File: config.mk
export PLATFORM = sky130hd
export DESIGN_NAME = retry_guard
export DESIGN_NICKNAME = d
export VERILOG_FILES = /design/src/rtl/retry_pkg.sv /design/src/rtl/retry_counter.sv /design/src/rtl/verdict_latch.sv /design/src/rtl/retry_guard.sv
export SDC_FILE = /design/constraint.sdc
export NUM_CORES = 1
export LEC_CHECK = 0
export CAP_MARGIN = 20
export CELL_PAD_IN_SITES_DETAIL_PLACEMENT = 0
export CELL_PAD_IN_SITES_GLOBAL_PLACEMENT = 1
export CORE_MARGIN = 4
export CORE_UTILIZATION = 31
export DETAILED_ROUTE_END_ITERATION = 10
export PLACE_DENSITY = 0.89
export SLEW_MARGIN = 20
export SYNTH_ARGS = -nofsm -noshare
export SYNTH_HDL_FRONTEND = slang
export SYNTH_HIERARCHICAL = 1
export SYNTH_SLANG_ARGS = --single-unit
export TNS_END_PERCENT = 1
File: constraint.sdc
create_clock -name clk -period 2.1 [get_ports clk]
set_input_delay 0.42 -clock clk [delete_from_list [all_inputs] [get_ports clk]]
set_output_delay 0.42 -clock clk [all_outputs]
set_load 0.05 [all_outputs]
File: src/rtl/retry_pkg.sv
package retry_pkg;

    localparam int CNT_W_DEF = 8;

    typedef enum logic [1:0] {
        OP_READ  = 2'd0,
        OP_WRITE = 2'd1,
        OP_CFG   = 2'd2,
        OP_RSVD  = 2'd3
    } op_t;

    typedef logic [1:0] ua_t;

    // code that refuses every access once the retry budget is spent
    localparam ua_t UA_SEAL = 2'b10;

    typedef struct packed {
        logic lock_all;
        logic cfg_only;
        logic grant;
    } verdict_t;

    function automatic verdict_t judge(input logic en, input ua_t ua,
                                       input op_t op, input logic equal);
        verdict_t v;
        logic spent;
        spent      = en && equal;
        v.lock_all = spent && (ua == UA_SEAL);
        v.cfg_only = spent && (ua != UA_SEAL);
        v.grant    = !spent || (v.cfg_only && op == OP_CFG);
        return v;
    endfunction

endpackage

File: src/rtl/retry_counter.sv
module retry_counter #(
    parameter int W = 8
) (
    input  logic         clk,
    input  logic         rst,
    input  logic         en,
    input  logic         fail_evt,
    input  logic         ok_evt,
    input  logic         clr_on_ok,
    input  logic         wr,
    input  logic [W-1:0] wr_data,
    output logic [W-1:0] count
);

    always_ff @(posedge clk) begin
        if (rst)
            count <= '0;
        else if (wr)
            count <= wr_data;
        else if (en && fail_evt)
            count <= count + 1'b1;
        else if (en && ok_evt && clr_on_ok)
            count <= '0;
    end

    AST_WRITE_WINS: assert property (@(posedge clk) disable iff (rst)
        wr |=> count == $past(wr_data));

    AST_STEP_ONE: assert property (@(posedge clk) disable iff (rst)
        (en && fail_evt && !wr) |=> count == W'($past(count) + 1'b1));

    AST_FROZEN_OFF: assert property (@(posedge clk) disable iff (rst)
        (!en && !wr) |=> $stable(count));

endmodule

File: src/rtl/verdict_latch.sv
module verdict_latch
    import retry_pkg::*;
#(
    parameter int W = 8
) (
    input  logic         clk,
    input  logic         rst,
    input  logic         en,
    input  ua_t          ua,
    input  op_t          op,
    input  logic         start,
    input  logic         stop,
    input  logic [W-1:0] count,
    input  logic [W-1:0] limit,
    output logic         active,
    output verdict_t     verdict
);

    logic     equal;
    verdict_t next_v;

    assign equal  = (count == limit);
    assign next_v = judge(en, ua, op, equal);

    always_ff @(posedge clk) begin
        if (rst) begin
            active  <= 1'b0;
            verdict <= '0;
        end else if (!active && start) begin
            active  <= 1'b1;
            verdict <= next_v;
        end else if (active && stop) begin
            active  <= 1'b0;
            verdict <= '0;
        end
    end

    AST_HELD_OPEN: assert property (@(posedge clk) disable iff (rst)
        (active && !stop) |=> $stable(verdict));

    AST_IDLE_CLEAR: assert property (@(posedge clk) disable iff (rst)
        !active |-> verdict == '0);

    AST_LOCK_EXCL: assert property (@(posedge clk) disable iff (rst)
        !(verdict.lock_all && verdict.cfg_only));

    AST_SEAL_DENY: assert property (@(posedge clk) disable iff (rst)
        verdict.lock_all |-> !verdict.grant);

endmodule

File: src/rtl/retry_guard.sv
module retry_guard
    import retry_pkg::*;
#(
    parameter int W = CNT_W_DEF
) (
    input  logic         clk,
    input  logic         rst,
    input  logic         retry_en,
    input  logic         clr_on_ok,
    input  logic [1:0]   ua_code,
    input  logic         txn_start,
    input  logic [1:0]   txn_op,
    input  logic         txn_end,
    input  logic         pw_valid,
    input  logic         pw_match,
    input  logic [W-1:0] wr_data,
    input  logic         wr_limit,
    input  logic         wr_count,
    output logic [W-1:0] limit_q,
    output logic [W-1:0] count_q,
    output logic         lock_all,
    output logic         cfg_only,
    output logic         grant
);

    logic     active;
    verdict_t verdict;
    logic     fail_evt;
    logic     ok_evt;

    always_ff @(posedge clk) begin
        if (rst)
            limit_q <= '0;
        else if (wr_limit)
            limit_q <= wr_data;
    end

    // password results only matter inside a transaction that was let through
    assign fail_evt = active && verdict.grant && pw_valid && !pw_match;
    assign ok_evt   = active && verdict.grant && pw_valid && pw_match;

    retry_counter #(.W(W)) u_cnt (
        .clk       (clk),
        .rst       (rst),
        .en        (retry_en),
        .fail_evt  (fail_evt),
        .ok_evt    (ok_evt),
        .clr_on_ok (clr_on_ok),
        .wr        (wr_count),
        .wr_data   (wr_data),
        .count     (count_q)
    );

    verdict_latch #(.W(W)) u_vl (
        .clk     (clk),
        .rst     (rst),
        .en      (retry_en),
        .ua      (ua_t'(ua_code)),
        .op      (op_t'(txn_op)),
        .start   (txn_start),
        .stop    (txn_end),
        .count   (count_q),
        .limit   (limit_q),
        .active  (active),
        .verdict (verdict)
    );

    assign lock_all = verdict.lock_all;
    assign cfg_only = verdict.cfg_only;
    assign grant    = verdict.grant;

    AST_PW_IGNORED: assert property (@(posedge clk) disable iff (rst)
        (pw_valid && !grant && !wr_count) |=> $stable(count_q));

    AST_LIMIT_KEEP: assert property (@(posedge clk) disable iff (rst)
        !wr_limit |=> $stable(limit_q));

endmodule

======== After elaboration in Yosys (flattened, before gate mapping) ========
Index checks and enable logic that the tools add are counted.
storage, ports and cells
  bits in registers ....................... 20
  latch bits .............................. 0
  memory bits (writable) .................. 0
  ROM bits ................................ 0
  input port bits ......................... 22
  word-level logic and storage cells ...... 37
  memories ................................ 0
operators by class
  add/subtract/negate cells ............... 1
  $mul .................................... 0
  divide/modulo/power cells ............... 0
  magnitude comparators ................... 0
  equality and inequality tests ........... 4
  shift operators ......................... 0
  multiplexer cells ....................... 7
  bitwise gates (word level) .............. 0
  reductions and logical operators ........ 19
operators by type and width
  kind                 number
  $mux 8               3
  $logic_and 1x1->1    13
  $add 8x1->8 const B  1
  $eq 8x8->1           1
  $mux 3               2
  $eq 2x2->1 const B   2
  $logic_not 1->1      3
  $reduce_bool 3->1    1
  $mux 1               2
  $ne 2x2->1 const B   1
  $reduce_bool 2->1    1
  $logic_or 1x1->1     1

======== Depth between registers and ports, before layout ========
  depth in word-level cells ............... 8
  gate-level depth with buffers ........... 6
  mapped depth without buffers ............ 6

======== Modules after synthesis ========
Netlist, hierarchy kept.
by module, submodules not included
  module         instances  cells each  area each (µm²)  seq. area each (µm²)
  retry_counter  1          54          470.5            160.2
  retry_guard    1          30          301.5            160.2
  verdict_latch  1          36          294.0            80.1

======== Worst setup path after synthesis ========
OpenSTA, ideal clock, no wires.
  path kind ............................... register -> register
  start point ............................. register u_vl/verdict[0] (netlist name)
  end point ............................... register u_cnt.count[5]
  setup time .............................. 88 ps
  arrival time ............................ 1,881 ps
  data required time ...................... 2,012 ps
  setup slack ............................. 131 ps
  cell stages (with the launch flop) ...... 6
  buffers on the path ..................... 0
  cells stage by stage .................... dfxtp_1 nand3_1 nor2_1 nand3b_4 or4_1 a311oi_2
on the way
  cells in the longest elaborated chain, start to end .. 6
RTL lines
  element                            RTL line             source
  $logic_and 1x1->1 * (3 in series)  retry_guard.sv:39    assign fail_evt = active && verdict.grant && pw_valid && !pw_match;
  net fail_evt                       retry_guard.sv:28    logic fail_evt;
  $logic_and 1x1->1 *                retry_counter.sv:20  else if (en && fail_evt)
  $mux 8                             retry_counter.sv:20
  $mux 8                             retry_counter.sv:18  else if (wr)
  to (signal assigned)               retry_counter.sv:19  count <= wr_data;
  to (signal assigned)               retry_counter.sv:21  count <= count + 1'b1;
  to (decl)                          retry_counter.sv:12  output logic [W-1:0] count
The timed path passes the listed nets; every way through them passes the cells marked *.
A chain may end at the register's enable or synchronous reset.

======== Worst setup path after layout ========
  start point ............................. register u_cnt.count[0]
  end point ............................... output count_q[0]
RTL lines
  element    RTL line           source
  to (decl)  retry_guard.sv:20  output logic [W-1:0] count_q,
No word-level cell between the ends.

==> impl_metrics.ini <==
[clocking]
clk_pin_slew_ps = 110
cts.sink_count = 20
cts_hold_repair.buffers = 0
cts.path.max_buffers = 2
clock_insertion_delay_at_the_later_pin_of_the_skew_report_ps = 290
post_cts.repair.setup_buffers = 0
cts.root.buffer_cell = clkbuf_4
cts_tree = built
postCtsResizedCells = 0
cts-buffers-inserted = 3
cts_htree_levels = 1

[timing]
final_critical_path_required_period_ps = 2011
max-slew-margin-rel_pct = 65.55
tightestPinTransition_ps = 515.2
clock.fmax_mhz = 497.2
report.final.setup_viol = 0
clock_skew_ps = 5.423
fin_hold_ws_ps = 495.0
rsz_0062_raised_after_global_routing = false
finalHoldViolations = 0
final_min_period_over_clock_period_pct = 95.77
final_max_slew_viol_count = 0

[cells_and_area]
num-fill-cells = 334
areaGrowthSynthToFinish_pct = 47.65
area_of_combinational_cells_with_multiple_inputs_um2 = 635.6
diodes = 0
finish.instance_area_um2 = 1574
design.final.nets = 191
area.sequential_um2 = 400.4
final_layout_size_suffix_gt1_share_pct = 10.24

[logic_synthesis]
synth_area_leader_cell = dfxtp_1
most_frequently_used_flop_master_after_synthesis = dfxtp_1
mappedNetlistArea_um2 = 1066
asyncSetResetFlopFracSynth_pct = 0
synth_area_leaders = dfxtp_1 (38%), mux2i_1 (7.5%), nor2_1 (7.0%)
netlist_instances = 120
syn-num-nets = 143
synth_warnings = 6
yosysSeqAreaShare_pct = 37.56
synthTopCellsByCount = dfxtp_1 (20), nor2_1 (20), mux2i_1 (8), xor2_1 (8), a21oi_1 (7)
synthDominantCellAreaShare_pct = 37.56
synth.avg_cell_area_um2 = 8.884
synth_seq_cells = 20
synth_enable_flop_cells = 0
synth.lib_cells_used.distinct = 39

[drt]
detail_route.drc_violations = 0
routed_via_density = 4.948
route.antenna.remaining_nets = 0
wire_per_inst_um = 13.88
drt-total-wl_um = 2943
drtPass1Iterations = 4
routed-wl-met2_um = 1481
met1_length_um = 1272
met3_wirelength_um = 154
via_count = 1049
detailedRoute.firstIterationViolations = 54
top_layer = met4

[worst_setup_path]
cp.arrival_ps = 1590
ws_path_type = reg2out
worstPathCellList = clkdlybuf4s50_1
crit_path_top_delay_cell = clkdlybuf4s50_1
critPathRequiredTime_ps = 1680
worstPathBufferInverterCount = 1
critical_path_peak_fanout = 6
worst_path_largest_cell_delay_ps = 850
critPathTopFamily = buffers and inverters
cp-start-kind = register
crit_path_end_kind = output pin

[global_route]
global_route.usage.total_pct = 14.10
first_global_vias = 1029
grt_pass1_wl_um = 4795
antenna_found_initial = 0
grt_start_max_net_pins = 12
grt_overflow_total = 0

[place]
hpwl_um = 2345
post_dp_cell_area_um2 = 1551
routabilityCongestion = 0.8721
buffer_ports.inserted = 40

[die]
core_area_um2 = 3337
initial_core_util_pct = 31.95
row_count = 21
io_pins = 41
fp.dieArea_um2 = 4441
floorplan.die.width_um = 66.64
die-height_um = 66.64

[power]
power-per-cell-area_nw_per_um2 = 549.4
power.static_leakage_nw = 0.6369
peak_supply_drop_mv = 0.1937

[run]
maxCapViolations = 0

[run_status]
run_status = complete, no violations

[min_path]
worstHoldPathType = reg2reg
==> flip-flops by register name, summed over array words and instances, names as in the netlist <==
| name | flops |
|---|---|
| limit_q | 8 |
| u_cnt/count | 8 |
| u_vl/active | 1 |
| u_vl/verdict | 3 |
==> report_power, final <==
| part | internal [mW] | switching (mW) |
|---|---|---|
| sequential | 0.401 | 0.0235 |
| clock | 0.0667 | 0.112 |
| combinational | 0.115 | 0.147 |
| total | 0.582 | 0.282 |
==> placed cells by master (no fill, tap or decap), drive strengths merged, types with 4 or more instances in the layout <==
| cell | count |
|---|---|
| buf | 8 |
| dfxtp | 20 |
| nor2 | 20 |
| o21ai | 5 |
| xor2 | 8 |
| nand4 | 4 |
| nand3 | 6 |
| a21oi | 8 |
| clkdlybuf4s50 | 39 |
| mux2i | 8 |
==> worst paths after layout <==
check | from | cells after the start | slack, ps | end
worst min register to register | u_vl/verdict[2] | 2 | 500 | u_vl/verdict[2]
worst max-delay path | u_cnt/count[0] | 1 | 90 | count_q[0]
worst max register to register | u_vl/active | 5 | 400 | u_cnt/count[5]
worst min-delay path | u_vl/verdict[2] | 2 | 500 | u_vl/verdict[2]
==> metrics by stage <==
step           TNS, ps  power, mW  setup slack [ps]  std cells  utilization (%)
2_1_floorplan        0     0.5824             131.1        120                -
3_3_place_gp    -23.00     0.6893            -23.00        209            46.49
3_5_place_dp    -67.82     0.6943            -67.82        209            46.49
4_1_cts              0     0.8737             70.63        212            47.17
5_1_grt              0     0.9089             4.147        212            47.17
6_report             0     0.8647             88.78        212            47.17
==> kinds of logic after synthesis <==
kind of cell	synth area share, %
multiplexers	7.512
flip-flops	37.56
AO/OA/AOI/OAI	16.78
XOR/XNOR	8.217
buffers and inverters	2.817
AND/OR/NAND/NOR	25.94
adder cells (fa/ha/maj)	1.174
==> final cells by class <==
| type | instances | share of cell area, % |
|---|---|---|
| clock buffers | 3 | 1.431 |
| inverters | 2 | 0.4769 |
| multi-input cells | 94 | 40.38 |
| flip-flops and latches | 20 | 25.44 |
| well taps | 46 | 3.657 |
| repair buffers | 47 | 28.62 |
==> routing by layer <==
metal / track usage, % / up-vias
li1: - / 528
met1: 16.79 / 487
met2: 24.38 / 32
met3: 2.192 / 2
met4: 6.853 / 0
met5: 0 / -
==> worst register-to-register path: stages (launching register included) <==
cell	delay, ps
dfxtp_1	420
nand3_1	120
nor2_1	260
nand3b_4	100
or4_1	490
a311oi_2	230
(Power assumes the default switching activity.)
